$ cat src/rtl/cap_seq_pkg.sv
package cap_seq_pkg;
   localparam int ST_N = 5;
   typedef enum logic [2:0] {
      ST_FROZEN     = 3'd0,
      ST_RESUMING   = 3'd1,
      ST_RECORDING  = 3'd2,
      ST_SUSPENDING = 3'd3,
      ST_SENDING    = 3'd4
   } cap_state_e;
endpackage

$ cat src/rtl/cap_seq_fsm.sv
module cap_seq_fsm
   import cap_seq_pkg::*;
(
   input  logic       clk,
   input  logic       rst_n,
   input  logic       resume,
   input  logic       trig,
   input  logic       send_en,
   input  logic       win_done,
   output cap_state_e state
);
   cap_state_e nxt;

   always_comb begin
      nxt = state;
      unique case (state)
         ST_FROZEN:     if (resume) nxt = ST_RESUMING;
         ST_RESUMING:   nxt = ST_RECORDING;
         ST_RECORDING:  if (trig) nxt = ST_SUSPENDING;
         ST_SUSPENDING: nxt = send_en ? ST_SENDING : ST_FROZEN;
         ST_SENDING:    if (win_done) nxt = ST_FROZEN;
         default:       nxt = ST_FROZEN;
      endcase
   end

   always_ff @(posedge clk or negedge rst_n) begin
      if (!rst_n) state <= ST_FROZEN;
      else        state <= nxt;
   end

   // resuming is entered only from frozen and lasts one cycle
   a_r3_resume_from_frozen: assert property (@(posedge clk) disable iff (!rst_n)
      (state == ST_RESUMING) |-> ($past(state) == ST_FROZEN));
   a_r3_resume_one_cycle: assert property (@(posedge clk) disable iff (!rst_n)
      (state == ST_RESUMING) |=> (state == ST_RECORDING));
   // suspending always exits to sending or frozen
   a_r7_suspend_exit: assert property (@(posedge clk) disable iff (!rst_n)
      (state == ST_SUSPENDING) |=> (state == ST_SENDING || state == ST_FROZEN));
endmodule

$ cat src/rtl/cap_seq_wr_ptr.sv
module cap_seq_wr_ptr #(
   parameter int ADDR_W = 10
) (
   input  logic              clk,
   input  logic              rst_n,
   input  logic              clr,
   input  logic              inc,
   output logic [ADDR_W-1:0] ptr
);
   always_ff @(posedge clk or negedge rst_n) begin
      if (!rst_n)   ptr <= '0;
      else if (clr) ptr <= '0;
      else if (inc) ptr <= ptr + 1'b1;
   end

   // recording restarts at address zero and steps by one with wrap
   a_r4_clear_to_zero: assert property (@(posedge clk) disable iff (!rst_n)
      clr |=> (ptr == '0));
   a_r4_step_one: assert property (@(posedge clk) disable iff (!rst_n)
      (inc && !clr) |=> (ptr == ADDR_W'($past(ptr) + 1'b1)));
endmodule

$ cat src/rtl/cap_seq_rd_win.sv
module cap_seq_rd_win #(
   parameter int ADDR_W = 10
) (
   input  logic              clk,
   input  logic              rst_n,
   input  logic              load,
   input  logic              step,
   input  logic [ADDR_W-1:0] wr_next,
   input  logic [ADDR_W-1:0] lat,
   input  logic [ADDR_W-1:0] blen,
   output logic [ADDR_W-1:0] rd_ptr,
   output logic              at_end,
   output logic              final_beat
);
   logic [ADDR_W-1:0] end_ptr;
   logic [ADDR_W-1:0] last_wr;
   logic [ADDR_W-1:0] start_addr;

   // last written address is one behind the next write slot
   assign last_wr    = wr_next - 1'b1;
   assign start_addr = last_wr + lat;

   always_ff @(posedge clk or negedge rst_n) begin
      if (!rst_n) begin
         rd_ptr  <= '0;
         end_ptr <= '0;
      end else if (load) begin
         rd_ptr  <= start_addr;
         end_ptr <= start_addr + blen;
      end else if (step) begin
         rd_ptr  <= rd_ptr + 1'b1;
      end
   end

   assign at_end     = (rd_ptr == end_ptr);
   assign final_beat = step && (ADDR_W'(rd_ptr + 1'b1) == end_ptr);

   // once the window end is reached the pointer does not move on
   a_r8_hold_at_end: assert property (@(posedge clk) disable iff (!rst_n)
      (at_end && !load) |=> at_end);
endmodule

$ cat src/rtl/raw_capture_seq.sv
module raw_capture_seq
   import cap_seq_pkg::*;
#(
   parameter int DATA_W  = 10,
   parameter int ADDR_W  = 10,
   parameter bit OUT_REG = 1'b0
) (
   input  logic              clk,
   input  logic              rst_n,
   input  logic [DATA_W-1:0] smp_data,
   input  logic              smp_valid,
   input  logic              trig_accept,
   input  logic              send_en,
   input  logic [ADDR_W-1:0] lat_ofs,
   input  logic [ADDR_W-1:0] burst_len,
   input  logic              resume_cmd,
   output logic              ram_we,
   output logic [ADDR_W-1:0] ram_waddr,
   output logic [DATA_W-1:0] ram_wdata,
   output logic              ram_re,
   output logic [ADDR_W-1:0] ram_raddr,
   input  logic [DATA_W-1:0] ram_rdata,
   output logic [DATA_W-1:0] out_data,
   output logic              out_valid,
   output logic              out_last,
   output logic [ST_N-1:0]   state_onehot
);
   if (DATA_W < 1 || ADDR_W < 2) begin : g_bad_params
      $error("raw_capture_seq: DATA_W must be >= 1 and ADDR_W >= 2");
   end

   cap_state_e        state;
   logic [ADDR_W-1:0] wr_ptr;
   logic [ADDR_W-1:0] rd_ptr;
   logic              at_end;
   logic              final_beat;
   logic              in_rec;
   logic              in_send;

   assign in_rec  = (state == ST_RECORDING);
   assign in_send = (state == ST_SENDING);

   cap_seq_fsm u_fsm (
      .clk      (clk),
      .rst_n    (rst_n),
      .resume   (resume_cmd),
      .trig     (trig_accept),
      .send_en  (send_en),
      .win_done (at_end),
      .state    (state)
   );

   cap_seq_wr_ptr #(.ADDR_W(ADDR_W)) u_wr (
      .clk   (clk),
      .rst_n (rst_n),
      .clr   (state == ST_RESUMING),
      .inc   (ram_we),
      .ptr   (wr_ptr)
   );

   cap_seq_rd_win #(.ADDR_W(ADDR_W)) u_rd (
      .clk        (clk),
      .rst_n      (rst_n),
      .load       (state == ST_SUSPENDING),
      .step       (ram_re),
      .wr_next    (wr_ptr),
      .lat        (lat_ofs),
      .blen       (burst_len),
      .rd_ptr     (rd_ptr),
      .at_end     (at_end),
      .final_beat (final_beat)
   );

   assign ram_we       = in_rec && smp_valid;
   assign ram_waddr    = wr_ptr;
   assign ram_wdata    = smp_data;
   assign ram_re       = in_send && !at_end;
   assign ram_raddr    = rd_ptr;
   assign state_onehot = ST_N'(1) << state;

   if (OUT_REG) begin : g_out_reg
      logic              v1, l1, v2, l2;
      logic [DATA_W-1:0] d2;
      always_ff @(posedge clk or negedge rst_n) begin
         if (!rst_n) begin
            v1 <= 1'b0; l1 <= 1'b0; v2 <= 1'b0; l2 <= 1'b0; d2 <= '0;
         end else begin
            v1 <= ram_re;
            l1 <= final_beat;
            v2 <= v1;
            l2 <= l1;
            d2 <= v1 ? ram_rdata : '0;
         end
      end
      assign out_valid = v2;
      assign out_last  = l2;
      assign out_data  = d2;
   end else begin : g_out_direct
      logic v1, l1;
      always_ff @(posedge clk or negedge rst_n) begin
         if (!rst_n) begin
            v1 <= 1'b0; l1 <= 1'b0;
         end else begin
            v1 <= ram_re;
            l1 <= final_beat;
         end
      end
      assign out_valid = v1;
      assign out_last  = l1;
      assign out_data  = v1 ? ram_rdata : '0;
   end

   // exactly one state bit is set
   a_r2_onehot: assert property (@(posedge clk) disable iff (!rst_n)
      $countones(state_onehot) == 1);
   // RAM writes only while recording
   a_r10_write_in_recording: assert property (@(posedge clk) disable iff (!rst_n)
      ram_we |-> state_onehot[2]);
   // RAM reads only while sending
   a_r7_read_in_sending: assert property (@(posedge clk) disable iff (!rst_n)
      ram_re |-> state_onehot[4]);
   // the end flag accompanies a valid sample
   a_r9_last_with_valid: assert property (@(posedge clk) disable iff (!rst_n)
      out_last |-> out_valid);
endmodule

$ cat config.mk
export PLATFORM = sky130hd
export DESIGN_NAME = raw_capture_seq
export DESIGN_NICKNAME = d
export VERILOG_FILES = /design/src/rtl/cap_seq_pkg.sv /design/src/rtl/cap_seq_fsm.sv /design/src/rtl/cap_seq_wr_ptr.sv /design/src/rtl/cap_seq_rd_win.sv /design/src/rtl/raw_capture_seq.sv
export SDC_FILE = /design/constraint.sdc
export NUM_CORES = 1
export LEC_CHECK = 0
export BUFFER_PORTS_ARGS = -buffer_cell sky130_fd_sc_hd__buf_4
export CORE_MARGIN = 2
export CORE_UTILIZATION = 31
export DETAILED_ROUTE_END_ITERATION = 7
export SLEW_MARGIN = 20
export SYNTH_ARGS = -nofsm -noshare
export SYNTH_HDL_FRONTEND = slang
export SYNTH_HIERARCHICAL = 1
export SYNTH_SLANG_ARGS = --single-unit
$ cat constraint.sdc
create_clock -name clk -period 9.96 [get_ports clk]
set_input_delay 0.498 -clock clk [delete_from_list [all_inputs] [get_ports clk]]
set_output_delay 0.498 -clock clk [all_outputs]
set_load 0.02 [all_outputs]
# Word level (Yosys, flattened, before mapping)
# Cells that the tools add are included.
word_totals:
  reg_bits: 35
  inputBits: 46
  out_inout_bits: 49
  elab_cells: 39
classes:
  n_addsub: 5
  n_eq_ne: 9
  n_shift: 1
  muxes: 10
  reduce_logical: 8
op_table:
  columns: ["operator", "count"]
  rows:
  - ["$mux 10", 5]
  - ["$add 10x1->10 const B", 2]
  - ["$add 10x10->10", 2]
  - ["$eq 10x10->1", 2]
  - ["$pmux 3 s5", 1]
  - ["$mux 3", 4]
  - ["$sub 10x1->10 const B", 1]
  - ["$eq 3x2->1 const B", 2]
  - ["$ne 2x2->1 const B", 3]
  - ["$shl 1x3->5 const A", 1]
  - ["$reduce_bool 2->1", 2]
  - ["$eq 3x1->1 const B", 1]
  - ["$eq 3x3->1 const B", 1]
  - ["$logic_and 1x1->1", 3]
  - ["$logic_not 3->1", 1]
  - ["$reduce_and 3->1", 1]
  - ["$logic_not 1->1", 1]

# Logic depth before layout (Yosys ltp)
depth:
  depth_word: 5
  depth_mapped: 16
  depth_no_buf: 16

# By module
# The synthesis kept the hierarchy.
modules_own_cells:
  columns: ["mod", "n_inst", "cells_per_inst", "area_per_inst_um2"]
  rows:
  - ["cap_seq_rd_win", 1, 266, 2222.1]
  - ["cap_seq_wr_ptr", 1, 47, 495.5]
  - ["raw_capture_seq", 1, 29, 252.7]
  - ["cap_seq_fsm", 1, 10, 136.4]

# Worst setup path before layout
# OpenSTA, ideal clock, no wires.
synth_path:
  path_type: "flip-flop to flip-flop"
  startpoint: "register u_wr.ptr[2]"
  endpoint: "register u_rd.end_ptr[9]"
  t_arrival_ps: 3515
  slack_ps: 6362
  path_stages_with_launch: 17
  path_buffers: 0
  cell_sequence: "dfrtp_1 -> inv_1 -> ha_1 -> inv_1 -> ha_1 -> a21o_1 -> a21oi_1 -> o21bai_1 -> a21oi_1 -> xnor2_1 -> ha_1 -> a2111oi_0 -> o21ai_1 -> a41oi_1 -> xnor2_1 -> xnor3_1 -> o21ai_0"
synth_via:
  elab_chain_len: 3
synth_lines:
  columns: ["element", "line_no", "text"]
  rows:
  - ["start, declared", "cap_seq_wr_ptr.sv:8", "output logic [ADDR_W-1:0] ptr"]
  - ["start signal, assigned", "cap_seq_wr_ptr.sv:13", "else if (inc) ptr <= ptr + 1'b1;"]
  - ["$sub 10x1->10", "cap_seq_rd_win.sv:20", "assign last_wr = wr_next - 1'b1;"]
  - ["$add 10x10->10", "cap_seq_rd_win.sv:21", "assign start_addr = last_wr + lat;"]
  - ["$add 10x10->10", "cap_seq_rd_win.sv:29", "end_ptr <= start_addr + blen;"]
  - ["end signal, assigned", "cap_seq_rd_win.sv:29", null]
  - ["end, declared", "cap_seq_rd_win.sv:15", "logic [ADDR_W-1:0] end_ptr;"]
# Every way passes these cells.
# A chain may end at the register's enable or synchronous reset.

# Final worst setup path
# Ends and elaborated chain as after synthesis.

==> results.sh <==
export IMPL_grt_setup_unrepaired="false"
export IMPL_finalCritPeriodShare_pct=38.1
export IMPL_relSlewSlack_pct=47.6
export IMPL_fill_cells=1007
export IMPL_synth_distinct_cells=60
export IMPL_maxSlewViolCount=0
export IMPL_utilization_pct=38.9
export IMPL_remaining_drc_errors=0
export IMPL_worst_slew_pin_slew_ns=0.779
export IMPL_max_vdd_ir_drop_mv=0.0778
export IMPL_die_h_um=104
export IMPL_critPathCaptureType="flip-flop"
export IMPL_dieArea_mm2=0.0108
export IMPL_cts_tree="yes"
export IMPL_finalSetupTns_ns=0
export IMPL_synth_edff_count=0
export IMPL_post_cts_repair_setup_buffers=0
export IMPL_place_congestion=0.790
export IMPL_netlist_instances=352
export IMPL_grt_pass1_wl_um=12300
export IMPL_busiest_layer="met2"
export IMPL_wl_um=7350
export IMPL_synth_seq_cells=35
export IMPL_clock_tree_root_cell="clkbuf_8"
export IMPL_hold_class="in2async"
export IMPL_hpwl_um=5840
export IMPL_multi_input_area_mm2=0.00192
export IMPL_rows=36
export IMPL_critical_path_class="reg2reg"
export IMPL_slowest_delay_ns=0.49
export IMPL_drtAntennaViolNets=0
export IMPL_final_cells=545
export IMPL_post_cts_resize_count=0
export IMPL_synthesis_area_mm2=0.00311
export IMPL_setup_violations=0
export IMPL_worstPathRequired_ns=10.16
export IMPL_crit_chain="inv_1, ha_1, inv_1, ha_1, a21o_1, a21oi_1, o21bai_1, a21oi_1, xnor2_1, ha_1, a2111oi_0, o21ai_1, a41oi_1, xnor2_1, xnor3_1, o21ai_0"
export IMPL_grt_overflow=0
export IMPL_clock_skew_ns=0.00550
export IMPL_period_minus_slack_ns=3.80
export IMPL_finalHoldViolations=0
export IMPL_worstSetupStartpointType="flip-flop"
export IMPL_cts_buffers_inserted=5
export IMPL_crit_path_frequent_cell="ha_1"
export IMPL_synthArstFlopShare_pct=100
export IMPL_seqCellArea_um2=876
export IMPL_ys_flop_type="dfrtp_1"
export IMPL_worst_path_max_delay_cell="dfrtp_1"
export IMPL_worst_path_buf_inv=2
export IMPL_area_growth_pct=21.7
export IMPL_cts_path_max_buffers=2
export IMPL_p_leak_nw=1.77
export IMPL_first_pass_iters=4
export IMPL_portBuffers=74
export IMPL_antenna_found_initial=0
export IMPL_use_met3_pct=2.82
export IMPL_cts_max_level=2
export IMPL_ioPinCount=95
export IMPL_synth_area_leader_cell="dfrtp_1"
export IMPL_track_usage_pct=13.7
export IMPL_vias=2620
export IMPL_wl_per_cell_um=13.5
export IMPL_use_met2_pct=22.3
export IMPL_grt_pass1_vias=2575
export IMPL_cap_viol_max_count=0
export IMPL_synth_warnings=6
export IMPL_dp_cells=538
export IMPL_crit_family="compound AO/OA/AOI/OAI gates"
export IMPL_core_area_mm2=0.00973
export IMPL_cp_arrival_ns=4.00
export IMPL_crit_path_max_fanout=6
export IMPL_synth_area_leaders="dfrtp_1 (28%), ha_1 (11%), xnor2_1 (6.5%), xor2_1 (5.4%), inv_1 (5.2%)"
export IMPL_cts_clk_slew_worst_paths_ns=0.07
export IMPL_drive_gt1_share_pct=24.5
export IMPL_syn_avg_cell_area_um2=8.83
export IMPL_met1_usage_pct=18.2
export IMPL_outcome="finished, final reports clean"
export IMPL_grt_max_degree=36
export IMPL_initialDrtViolationCount=127
export IMPL_synth_yosys_seq_area_share_pct=28.2
export IMPL_die_w_um=104
export IMPL_synth_top_area_share_pct=28.2
export IMPL_clock_latency_ns=0.28
export IMPL_cts_sinks=35
export IMPL_initial_core_util_pct=31.9
export IMPL_power_density_mw_per_mm2=259
export IMPL_diodes=0
export IMPL_syn_nets=428
export IMPL_nets=488
export IMPL_via_per_inst=4.81
export IMPL_cts_hold_buf=0
export IMPL_fmax_mhz=263
-- metrics by stage --
step	setup WS, ns	total power [mW]	area, µm²	hold WS (ns)
after CTS	6.13	0.989	3780	0.182
after global routing	5.84	1.06	3780	0.208
after floorplan	6.36	0.712	3110	0.202
after global placement	6.16	0.867	3690	0.497
final	6.16	0.981	3780	0.170
after detailed placement	6.13	0.879	3690	0.499
-- sequential cells by signal, summed over array words and instances (netlist names) --
register / flops
out_last: 1
out_valid: 1
u_fsm/state: 3
u_rd/end_ptr: 10
u_rd/rd_ptr: 10
u_wr/ptr: 10
-- layout by cell type, fill, tap and decap left out, types with 2 or more instances in the layout --
cell	n
fa_1	2
nor4_1	3
and2_1	11
o21bai_1	3
mux2_2	7
xor2_1	19
mux2i_1	4
o21ai_1	2
nand4b_1	2
nand3_1	6
nor2b_1	4
or4_1	3
inv_1	43
ha_1	28
nand2_1	21
xnor2_1	23
a21o_1	6
dfrtp_1	35
nand4_1	10
o21ai_0	13
nor3_1	7
clkbuf_8	6
nor3b_1	3
o31ai_1	3
a211oi_1	2
a21oi_1	19
o22ai_1	2
nor2_1	19
buf_4	76
-- per-layer routing --
metal | wire, µm | share of wire (%) | vias up
li1 | - | - | 1324
met1 | 3550 | 48 | 1231
met2 | 3390 | 46 | 59
met3 | 313 | 4.3 | 6
met4 | 101 | 1.4 | 0
met5 | 0 | 0 | -
-- cell families (layout without fill, tap and decap cells) --
logic type | count (synthesis) | count (layout) | synth area share (%)
and+or+nand+nor | 99 | 99 | 17.7
muxes | 11 | 11 | 3.83
xor gates and xnor gates | 43 | 43 | 12.6
buffers and inverters | 67 | 127 | 10.1
adders and majority gates | 30 | 30 | 12.6
DFF | 35 | 35 | 28.2
AOI/OAI and AO/OA | 67 | 67 | 15.0
-- final cells by class --
type / count / share of cell area, %
inverter: 44 / 4.37
timing repair buffer: 76 / 15.1
tap: 133 / 4.40
multi-input combinational: 250 / 50.7
sequential: 35 / 23.2
clock inverter: 1 / 0.132
clock buffer: 6 / 2.18
-- cell usage after synthesis, types with 2 or more instances --
| cell | instances |
|---|---|
| a211oi_1 | 2 |
| a21o_1 | 6 |
| a21oi_1 | 19 |
| and2_1 | 11 |
| buf_2 | 2 |
| buf_4 | 12 |
| buf_6 | 2 |
| clkbuf_1 | 7 |
| dfrtp_1 | 35 |
| fa_1 | 2 |
| ha_1 | 28 |
| inv_1 | 43 |
| mux2_2 | 7 |
| mux2i_1 | 4 |
| nand2_1 | 21 |
| nand3_1 | 6 |
| nand4_1 | 10 |
| nand4b_1 | 2 |
| nor2_1 | 19 |
| nor2b_1 | 4 |
| nor3_1 | 7 |
| nor3b_1 | 3 |
| nor4_1 | 3 |
| o21ai_0 | 13 |
| o21ai_1 | 2 |
| o21bai_1 | 3 |
| o22ai_1 | 2 |
| o31ai_1 | 3 |
| or4_1 | 3 |
| xnor2_1 | 23 |
| xor2_1 | 19 |
-- final timing paths --
path	slack [ns]	start	to	depth (start not counted)
setup / recovery	6.16	u_wr/ptr[2]	u_rd/end_ptr[9]	16
min in group clk	0.49	send_en	u_fsm/state[2]	3
max in group asynchronous	9.46	rst_n	u_rd/end_ptr[2]	1
hold reg to reg	0.52	u_rd/end_ptr[8]	u_rd/end_ptr[8]	2
hold / removal	0.17	rst_n	u_fsm/state[0]	1
setup reg to reg	6.16	u_wr/ptr[2]	u_rd/end_ptr[9]	16
-- where the power goes --
| part | switching, mW | internal, mW |
|---|---|---|
| Sequential | 0.100 | 0.195 |
| Clock | 0.0504 | 0.0543 |
| Combinational | 0.311 | 0.270 |
Power figures use the tool's default switching activity.
